<file path="src/rtl/core_countdown_timer.sv">
module core_countdown_timer #(
  parameter int CNT_W = 32,
  parameter int VEC_W = 8
) (
  input  logic        clk,
  input  logic        rst_n,
  input  logic        base_tick,
  input  logic        reg_wr,
  input  logic [1:0]  reg_addr,
  input  logic [31:0] reg_wdata,
  output logic [31:0] reg_rdata,
  output logic        irq_req,
  output logic [VEC_W-1:0] irq_vec
);
  localparam int PRE_W = 7;
  localparam int SH_W  = 3;
  localparam int MASK_BIT = 16;
  localparam int PER_BIT  = 17;

  logic [VEC_W-1:0] vec;
  logic             masked, periodic;
  logic [CNT_W-1:0] init_cnt, cur;
  logic [3:0]       div_cfg;
  logic [SH_W-1:0]  shift;
  logic [PRE_W-1:0] pre;
  logic             running;

  wire wr_entry = reg_wr && (reg_addr == 2'd0);
  wire wr_init  = reg_wr && (reg_addr == 2'd1);
  wire wr_div   = reg_wr && (reg_addr == 2'd2);

  wire [PRE_W:0]   one_sh   = (PRE_W+1)'(1) << shift;
  wire [PRE_W-1:0] pre_mask = PRE_W'(one_sh - 1'b1);
  wire div_step = base_tick && ((pre & pre_mask) == pre_mask);
  wire expire   = running && div_step && (cur == '0);

  always_ff @(posedge clk) begin
    if (!rst_n) begin
      vec      <= '0;
      masked   <= 1'b1;
      periodic <= 1'b0;
      div_cfg  <= '0;
      shift    <= '0;
    end else begin
      if (wr_entry) begin
        vec      <= reg_wdata[VEC_W-1:0];
        masked   <= reg_wdata[MASK_BIT];
        periodic <= reg_wdata[PER_BIT];
      end
      if (wr_div) begin
        div_cfg <= reg_wdata[3:0];
        shift   <= {reg_wdata[3], reg_wdata[1:0]} + 3'd1;
      end
    end
  end

  always_ff @(posedge clk) begin
    if (!rst_n) begin
      init_cnt <= '0;
      cur      <= '0;
      pre      <= '0;
      running  <= 1'b0;
    end else if (wr_init) begin
      init_cnt <= reg_wdata[CNT_W-1:0];
      cur      <= reg_wdata[CNT_W-1:0];
      pre      <= '0;
      running  <= (reg_wdata[CNT_W-1:0] != '0);
    end else begin
      if (base_tick) pre <= pre + 1'b1;
      if (running && div_step) begin
        if (cur == '0) begin
          if (periodic) cur <= init_cnt;
          else running <= 1'b0;
        end else begin
          cur <= cur - 1'b1;
        end
      end
    end
  end

  always_ff @(posedge clk) begin
    if (!rst_n) begin
      irq_req <= 1'b0;
      irq_vec <= '0;
    end else begin
      irq_req <= expire && !masked && !wr_init;
      if (expire && !masked && !wr_init) irq_vec <= vec;
    end
  end

  always_comb begin
    reg_rdata = '0;
    case (reg_addr)
      2'd0: begin
        reg_rdata[VEC_W-1:0] = vec;
        reg_rdata[MASK_BIT]  = masked;
        reg_rdata[PER_BIT]   = periodic;
      end
      2'd1: reg_rdata[CNT_W-1:0] = init_cnt;
      2'd2: reg_rdata[3:0] = div_cfg;
      default: reg_rdata[CNT_W-1:0] = running ? cur : '0;
    endcase
  end
endmodule

</file>
<file path="config.mk">
export PLATFORM = sky130hd
export DESIGN_NAME = core_countdown_timer
export DESIGN_NICKNAME = d
export VERILOG_FILES = /design/src/rtl/core_countdown_timer.sv
export SDC_FILE = /design/constraint.sdc
export NUM_CORES = 1
export LEC_CHECK = 0
export ABC_AREA = 1
export BUFFER_PORTS_ARGS = -buffer_cell sky130_fd_sc_hd__buf_2
export CAP_MARGIN = 5
export CORE_MARGIN = 5
export CORE_UTILIZATION = 58
export CTS_BUF_LIST = sky130_fd_sc_hd__clkbuf_16
export DETAILED_ROUTE_END_ITERATION = 6
export PLACE_DENSITY = 0.8
export SYNTH_ARGS = -nofsm -noshare
export SYNTH_HDL_FRONTEND = slang
export SYNTH_SLANG_ARGS = --single-unit
</file>
<file path="constraint.sdc">
create_clock -name clk -period 2.3 [get_ports clk]
set_input_delay 0.23 -clock clk [delete_from_list [all_inputs] [get_ports clk]]
set_output_delay 0.23 -clock clk [all_outputs]
set_load 0.02 [all_outputs]
</file>
**Yosys cells after proc, flatten, opt, wreduce, memory -nomap -nowiden**

Index checks and enable logic that the tools add are counted.

- Flip-flop bits (word level): 98

- Add/subtract/negate cells: 4
- Eq/ne operators: 5
- Shifts and indexed selects: 1
- Mux-type cells: 14
- Bitwise logic cells: 2
- Reductions and logical operators: 19

Operators by type and width:

| operator | number |
|---|---|
| $mux W32 | 5 |
| $logic_not A32 Y1 | 1 |
| $reduce_bool A32 Y1 | 1 |
| $sub A32 B1 Y32 const B | 1 |
| $pmux W14 S2 | 1 |
| $pmux W4 S3 | 2 |
| $pmux W8 S2 | 1 |
| $logic_and A1 B1 Y1 | 8 |
| $add A7 B1 Y7 const B | 1 |
| $and A7 B7 Y7 | 1 |
| $eq A7 B7 Y1 | 1 |
| $shl A1 B3 Y7 const A | 1 |
| $sub A7 B1 Y7 const B | 1 |
| $pmux W2 S3 | 1 |
| $mux W1 | 4 |
| $reduce_bool A2 Y1 | 2 |
| $reduce_or A2 Y1 | 2 |
| $add A3 B1 Y3 const B | 1 |
| $ne A3 B3 Y1 const B | 1 |
| $reduce_and A3 Y1 | 1 |
| $eq A2 B1 Y1 const B | 1 |
| $eq A2 B2 Y1 const B | 1 |
| $logic_not A1 Y1 | 2 |
| $logic_not A2 Y1 | 1 |
| other kinds (3) | 3 |

**Longest topological paths before layout**

Gate-level depths: netlist of run 1.

- Word-level depth: 9
- Depth in mapped cells: 14

**Least setup slack after synthesis of run 1**

No wires, ideal clock.

- Path kind: reg2reg
- Start point: register cur[0]
- End point: register irq_vec[0]
- Arrival time: 1.596 ns
- Data required time: 2.187 ns
- Slack: 0.590 ns
- Cell stages (with the launch flop): 12
- Clock period less this slack: 1.710 ns
- Cell sequence: dfxtp_1 > inv_1 > ha_1 > nand2_1 > nor2_1 > nand2_1 > nor2_4 > nand2_4 > nor3_4 > inv_4 > nor2_1 > nor2_1

- Longest elaborated chain between the ends: 4

Ends and longest elaborated chain:

| element | line | source |
|---|---|---|
| start, declared | 22 | `logic [CNT_W-1:0] init_cnt, cur;` |
| start signal, assigned | 65 | `cur <= reg_wdata[CNT_W-1:0];` |
| start signal, assigned | 72 | `if (periodic) cur <= init_cnt;` |
| start signal, assigned | 75 | `cur <= cur - 1'b1;` |
| $logic_not A32 Y1 | 35 | `wire expire = running && div_step && (cur == '0);` |
| $logic_and A1 B1 Y1 | 35 |  |
| $logic_and A1 B1 Y1 (2 in series) | 87 | `if (expire && !masked && !wr_init) irq_vec <= vec;` |
| end signal, assigned | 87 |  |
| end, declared | 13 | `output logic [VEC_W-1:0] irq_vec` |

Every way passes these cells.
A chain may end at the register's enable or synchronous reset.

**Worst setup path in the final report of run 1**

- Start point: register cur[0]
- End point: register cur[8]

- Longest elaborated chain between the ends: 4

Ends and longest elaborated chain:

| element | line | source |
|---|---|---|
| $sub A32 B1 Y32 / $logic_not A32 Y1 (equally long branches) | 75, 71 |  |
| $mux W32 | 71 | `if (cur == '0) begin` |
| $mux W32 | 70 | `if (running && div_step) begin` |
| $mux W32 | 63 | `end else if (wr_init) begin` |

Parallel ways exist; a longest one is shown, timed or not. The select of a mux whose other input is x is not followed.

==> results of run 1 <==
-- stage by stage --
stage / total power (µW) / instance area (µm²) / utilization / setup WS (ns) / hold WS, ns
2_1_floorplan: 2860 / 5740 / - / 0.590 / 0.358
3_3_place_gp: 3250 / 6340 / 0.652 / 0.290 / 0.458
3_5_place_dp: 3260 / 6340 / 0.652 / 0.248 / 0.463
4_1_cts: 4680 / 6620 / 0.681 / 0.183 / 0.138
5_1_grt: 4960 / 6630 / 0.682 / 0.0682 / 0.151
6_report: 4720 / 6630 / 0.682 / 0.216 / 0.146
-- synth_stat cells (all sizes together) (6+ instances only) --
cell | number | area (µm²)
nand2 | 234 | 906
nand3 | 58 | 300
buf | 17 | 103
o21ai | 66 | 330
a21oi | 65 | 325
nor2 | 149 | 636
nand4 | 11 | 68.8
o221ai | 6 | 52.6
inv | 116 | 438
dfxtp | 98 | 1960
xor2 | 10 | 87.6
clkbuf | 17 | 63.8
o22ai | 37 | 231
-- kinds of logic after synthesis --
logic type,after synthesis
xor+xnor,11
flops,98
fa+ha+maj,5
simple gates,462
compound gates,184
buf+inv,152
-- flip-flops by register name, indices dropped and copies added, names as in the netlist --
name and count:
shift 3, irq_vec 8, periodic 1, cur 32, pre 7, running 1
div_cfg 4, masked 1, irq_req 1, vec 8, init_cnt 32
-- worst register-to-register path, cell delays in order (launching register included) --
cell and delay [ns]:
sky130_fd_sc_hd__dfxtp_1 0.31, sky130_fd_sc_hd__inv_1 0.13, sky130_fd_sc_hd__ha_1 0.20, sky130_fd_sc_hd__nand2_1 0.07, sky130_fd_sc_hd__nor2_1 0.10, sky130_fd_sc_hd__nand2_1 0.09, sky130_fd_sc_hd__nor2_4 0.15, sky130_fd_sc_hd__nand3_2 0.10
sky130_fd_sc_hd__nand2_1 0.13, sky130_fd_sc_hd__nand2_1 0.34, sky130_fd_sc_hd__o21ai_1 0.27, sky130_fd_sc_hd__nor2_1 0.07
-- cell usage in the layout (no fill, tap or decap), types with 8 or more instances in the layout --
master | Yosys | layout
sky130_fd_sc_hd__clkbuf_16 | 0 | 9
sky130_fd_sc_hd__a21oi_1 | 65 | 65
sky130_fd_sc_hd__nor2_1 | 134 | 134
sky130_fd_sc_hd__nand2_1 | 227 | 227
sky130_fd_sc_hd__o21ai_0 | 51 | 51
sky130_fd_sc_hd__dfxtp_1 | 98 | 98
sky130_fd_sc_hd__nor2_2 | 9 | 8
sky130_fd_sc_hd__o21ai_1 | 15 | 15
sky130_fd_sc_hd__nand3_1 | 56 | 56
sky130_fd_sc_hd__o22ai_1 | 37 | 37
sky130_fd_sc_hd__inv_1 | 109 | 109
sky130_fd_sc_hd__xor2_1 | 10 | 10
sky130_fd_sc_hd__buf_2 | 10 | 78
sky130_fd_sc_hd__buf_4 | 1 | 29
sky130_fd_sc_hd__nand4_1 | 11 | 11
-- layer usage --
| layer | global-route usage | share of wire | vias to the layer above |
|---|---|---|---|
| met5 | 0 | 0 | - |
| met1 | 0.451 | 0.42 | 2937 |
| li1 | - | - | 3126 |
| met3 | 0.0705 | 0.12 | 47 |
| met2 | 0.497 | 0.43 | 342 |
| met4 | 0.126 | 0.028 | 0 |
-- worst max path at each step --
stage	endpoint	slack [ns]	cells after the start	from
2_1_floorplan	irq_vec[0]	0.59	11	cur[0]
3_3_place_gp	cur[14]	0.29	13	cur[0]
3_5_place_dp	cur[23]	0.25	11	cur[0]
4_1_cts	cur[23]	0.18	11	cur[0]
5_1_grt	cur[9]	0.07	11	cur[0]
6_report	cur[8]	0.22	11	cur[0]
-- area by class of cell --
type | instances | area, µm²
clock buffer | 9 | 225
clock inverter | 7 | 52.6
fill | 954 | 3100
inverter | 118 | 447
multi-input combinational | 662 | 3170
sequential | 98 | 1960
tap | 133 | 166
timing repair buffer | 107 | 608
-- power breakdown --
part / switching (µW) / internal [µW]
combinational: 974 / 457
sequential: 69.9 / 1770
clock: 706 / 742
==> results_dict.tcl, run 1 <==
set metrics [dict create \
    setup_viol 0 \
    finClkSkew_ns 0.0120 \
    worst_ep_arrival_time_ns 2.33 \
    cts_hold_repair.buffers 0 \
    grt_pass1_wl_um 30100 \
    series_of_cell_instances_along_the_critical_path "inv_1 -> ha_1 -> nand2_1 -> nor2_1 -> nand2_1 -> nor2_4 -> nand3_2 -> nand2_1 -> nand2_1 -> o21ai_1 -> nor2_1" \
    cell_type_group_with_the_largest_total_delay_on_the_critical_path "simple AND/OR/NAND/NOR gates" \
    numClockSinks 98 \
    postSynthRegisterBits 98 \
    worstHoldPathCells 3 \
    drtPass1Iterations 6 \
    cp-end-kind "flip-flop" \
    status "complete, no violations" \
    min-delay-path-class "input port to flip-flop" \
    total_leakage_power_uw 0.00317 \
    tritoncts "built" \
    rsz_0062_raised_after_global_routing "false" \
    worstReg2RegStart "cur[0]" \
    drt-initial-drc-count 596 \
    slew-limit-headroom 0.562 \
    cp_common_cell "sky130_fd_sc_hd__nand2_1" \
    synth_cells 912 \
    crit_type "flip-flop to flip-flop" \
    synth-edff-count 0 \
    slowest_stage "sky130_fd_sc_hd__nand2_1" \
    initial_antenna_violation_count 0 \
    largest_net_degree_at_the_start_of_global_routing 44 \
    synth_cell_type_count 38 \
    fp.coreArea_um2 9730 \
    min_from "reg_wdata[9]" \
    place.detailed.instances 1118 \
    cts-buffers-inserted 9 \
    ctsLongestPathBuffers 2 \
    worst_pin_slew_ns 0.656 \
    via_count 6452 \
    post-dp-hpwl_um 14100 \
    die_area_um2 12000 \
    totalNegativeSetupSlack_ns 0 \
    num_antenna_cells 0 \
    cpPeakStageDelay_ns 0.34 \
    main_combinational_cell_family_by_area_after_synthesis "simple AND/OR/NAND/NOR gates" \
    synth_top_flop_cell "sky130_fd_sc_hd__dfxtp_1" \
    critPathRequiredTime_ns 2.54 \
    chipHeight_um 109 \
    synth-warning-count 0 \
    place.port_buffers 78 \
    grt_usage 0.326 \
    synth_compound_gate_area_share 0.178 \
    synth-xor-area-share 0.0168 \
    placementRows 36 \
    synth.cell_area_um2 5740 \
    synth_fp_nets 955 \
    hold_path_end "init_cnt[9]" \
    routed_wl_um 18900 \
    worst_r2r_path_depth 11 \
    slew_violations 0 \
    cap_viol_max_count 0 \
    cts_max_level 3 \
    final-instance-count-excl-fill 1134 \
    gp_routability_congestion 1.01 \
    rr_endpoint "cur[8]" \
    finalHoldViolations 0 \
    drc 0 \
    cts_setup_buffers 0 \
    clock_insertion_delay_worst_skew_ns 0.36 \
    critical_path.startpoint_type "flip-flop" \
    synth_fa_ha_area_frac 0.0109 \
    synthSimpleGateAreaFrac 0.346 \
    path_max_fanout 12 \
    areaGrowthSynthToFinish_pct 15.6 \
    synth_area_per_cell_um2 6.29 \
    r2r_slack_ns 0.22 \
    start_util 0.590 \
    clk_transition_reported_paths_ns 0.07 \
    power_density_nw_per_um2 711 \
    cts_resized 0 \
    fmax_mhz 480 \
    antenna_left 0 \
    residual_overflow_from_global_routing 0 \
    critical_path_buf_inv_count 1 \
    portion_of_netlist_area_occupied_by_mux_cells 0 \
    routed_via_density 5.69 \
    design.portCount 79 \
    vdd_ir_drop_max_uv 428 \
    fin_crit_sh 0.906 \
    cts.root.buffer_cell "sky130_fd_sc_hd__clkbuf_16" \
    final_layout_size_suffix_gt1_frac 0.156 \
    postSynth.asyncResetShare 0 \
    wirelength_per_cell_um 16.6 \
    min_period_ns 2.08 \
    fin_nets 1039 \
    seq_area_frac_synth 0.342 \
    via_count_of_the_first_global_routing_pass 5955 \
    die_width_um 109 \
]
No activity file was read; power rests on OpenSTA's default activity.
==> run 2, diff against run 1 <==
--- a/config.mk
+++ b/config.mk
@@ -12,7 +12,7 @@
 export CORE_UTILIZATION = 58
 export CTS_BUF_LIST = sky130_fd_sc_hd__clkbuf_16
 export DETAILED_ROUTE_END_ITERATION = 6
-export PLACE_DENSITY = 0.8
+export PLACE_DENSITY_LB_ADDON = 0.3
 export SYNTH_ARGS = -nofsm -noshare
 export SYNTH_HDL_FRONTEND = slang
 export SYNTH_SLANG_ARGS = --single-unit
==> run 2 against run 1 <==
Net effect:
- via count decreased by 0.20%
- worst setup slack improved by 0.0061 ns
- largest cell class unchanged
- routed wire length down 1.4%
- critical path type unchanged
- flip-flop and latch count did not move
- total power increased by 1.6%
- cell count is 0.26% lower
- critical endpoint is now cur[10]
- global-route usage down 0.81 points
- critical path depth unchanged
- count of clock-buffer cells in the layout stayed put
- highest routed layer unchanged
- largest power group unchanged
==> results_dict.tcl, run 2 (synthesis results as in run 1) <==
set metrics [dict create \
    cts.root.buffer_cell "sky130_fd_sc_hd__clkbuf_16" \
    numClockSinks 98 \
    min_from "reg_wdata[11]" \
    place.port_buffers 78 \
    grt_usage 0.318 \
    crit_type "flip-flop to flip-flop" \
    fp.coreArea_um2 9730 \
    cap_viol_max_count 0 \
    fin_crit_sh 0.903 \
    wirelength_per_cell_um 16.5 \
    series_of_cell_instances_along_the_critical_path "inv_1 -> ha_1 -> nand2_1 -> nor2_1 -> nand2_1 -> nor2_4 -> nand3_2 -> nand2_1 -> nand2_1 -> o21ai_1 -> a21oi_1" \
    critical_path_buf_inv_count 1 \
    drtPass1Iterations 7 \
    slowest_stage "sky130_fd_sc_hd__nand2_1" \
    cts_max_level 3 \
    largest_net_degree_at_the_start_of_global_routing 33 \
    critPathRequiredTime_ns 2.54 \
    clock_insertion_delay_worst_skew_ns 0.35 \
    design.portCount 79 \
    min-delay-path-class "input port to flip-flop" \
    total_leakage_power_uw 0.00318 \
    worst_pin_slew_ns 0.529 \
    commonest_non_fill_non_tap_cell_in_the_layout "sky130_fd_sc_hd__nand2_1" \
    worstReg2RegStart "cur[0]" \
    path_max_fanout 12 \
    post-dp-hpwl_um 13900 \
    antenna_left 0 \
    num_antenna_cells 0 \
    cts-buffers-inserted 9 \
    drt-initial-drc-count 615 \
    ctsLongestPathBuffers 2 \
    placementRows 36 \
    gp_routability_congestion 1.01 \
    start_util 0.590 \
    slew_violations 0 \
    vdd_ir_drop_max_uv 440 \
    drc 0 \
    die_width_um 109 \
    tritoncts "built" \
    finClkSkew_ns 0.00820 \
    commonest_cells_after_routing_fill_and_taps_aside "sky130_fd_sc_hd__nand2_1, sky130_fd_sc_hd__nor2_1, sky130_fd_sc_hd__inv_1" \
    initial_antenna_violation_count 0 \
    cts_setup_buffers 0 \
    routed_wl_um 18600 \
    cp_common_cell "sky130_fd_sc_hd__nand2_1" \
    totalNegativeSetupSlack_ns 0 \
    cp-end-kind "flip-flop" \
    routed_via_density 5.69 \
    residual_overflow_from_global_routing 0 \
    fin_nets 1036 \
    via_count 6439 \
    setup_viol 0 \
    rsz_0062_raised_after_global_routing "false" \
    fmax_mhz 481 \
    n_fill_cell 944 \
    critical_path.startpoint_type "flip-flop" \
    top_regs "cur x32, init_cnt x32" \
    worstHoldPathCells 3 \
    cell_type_group_with_the_largest_total_delay_on_the_critical_path "simple AND/OR/NAND/NOR gates" \
    status "complete, no violations" \
    areaGrowthSynthToFinish_pct 15.8 \
    clk_transition_reported_paths_ns 0.08 \
    place.detailed.instances 1115 \
    multi_input_area_um2 3170 \
    area.sequential_um2 1960 \
    worst_ep_arrival_time_ns 2.32 \
    worst_r2r_path_depth 11 \
    via_count_of_the_first_global_routing_pass 5755 \
    cpPeakStageDelay_ns 0.33 \
    slew-limit-headroom 0.644 \
    timing.critical_path.depth 11 \
    grt_pass1_wl_um 29400 \
    finalHoldViolations 0 \
    critical_path.startpoint "cur[0]" \
    chipHeight_um 109 \
    min_period_ns 2.08 \
    final-instance-count-excl-fill 1131 \
    power_density_nw_per_um2 722 \
    final_layout_size_suffix_gt1_frac 0.154 \
    die_area_um2 12000 \
]
## run 2: cell types whose count changed in the layout (fill, tap and decap cells not counted), sizes merged
cell and change:
clkinv -3, buf -3, inv +5, clkinvlp -2
## run 2: report_power, final
| group | switching (µW) | total (µW) | internal (µW) |
|---|---|---|---|
| sequential | 69.0 | 1840 | 1770 |
| combinational | 974 | 1440 | 463 |
| clock | 751 | 1520 | 766 |
| total | 1790 | 4790 | 3000 |
## run 2: worst register-to-register path: cells and delay by family (launching register included)
kind,cells,cell delay (ns)
simple gates,7,1.02
compound gates,2,0.32
flops,1,0.31
fa+ha+maj,1,0.20
buf+inv,1,0.13
## run 2: layout make-up
class	count	area share
Sequential cell	98	0.295
Timing Repair Buffer	104	0.0919
Inverter	118	0.0673
Multi-Input combinational cell	662	0.477
Clock inverter	7	0.00961
Clock buffer	9	0.0339
Tap cell	133	0.0251
## run 2: routing by layer
metal / global-route usage / wire (µm)
met5: 0 / 0
met4: 0.112 / 544
met3: 0.0652 / 2100
met2: 0.465 / 8020
met1: 0.463 / 7960
## run 2: worst paths after layout
check	end	slack [ns]
max	cur[10]	0.22
min	init_cnt[11]	0.15
max reg2reg	cur[10]	0.22
min reg2reg	div_cfg[2]	0.47
## run 2: repair_timing
action,CTS,global route
resized for setup,0,1
hold buffers,0,0
endpoints found under the setup margin,0,3
## run 2: metrics by stage
stage | cell area (µm²) | hold slack, ns | power (µW) | util | worst slack (ns)
finish | 6640 | 0.150 | 4790 | 0.683 | 0.222
global route | 6640 | 0.172 | 5020 | 0.683 | 0.0712
CTS | 6640 | 0.146 | 4750 | 0.682 | 0.163
detailed placement | 6350 | 0.461 | 3270 | 0.652 | 0.182
global placement | 6350 | 0.456 | 3260 | 0.652 | 0.278
floorplan | 5740 | 0.358 | 2860 | - | 0.590
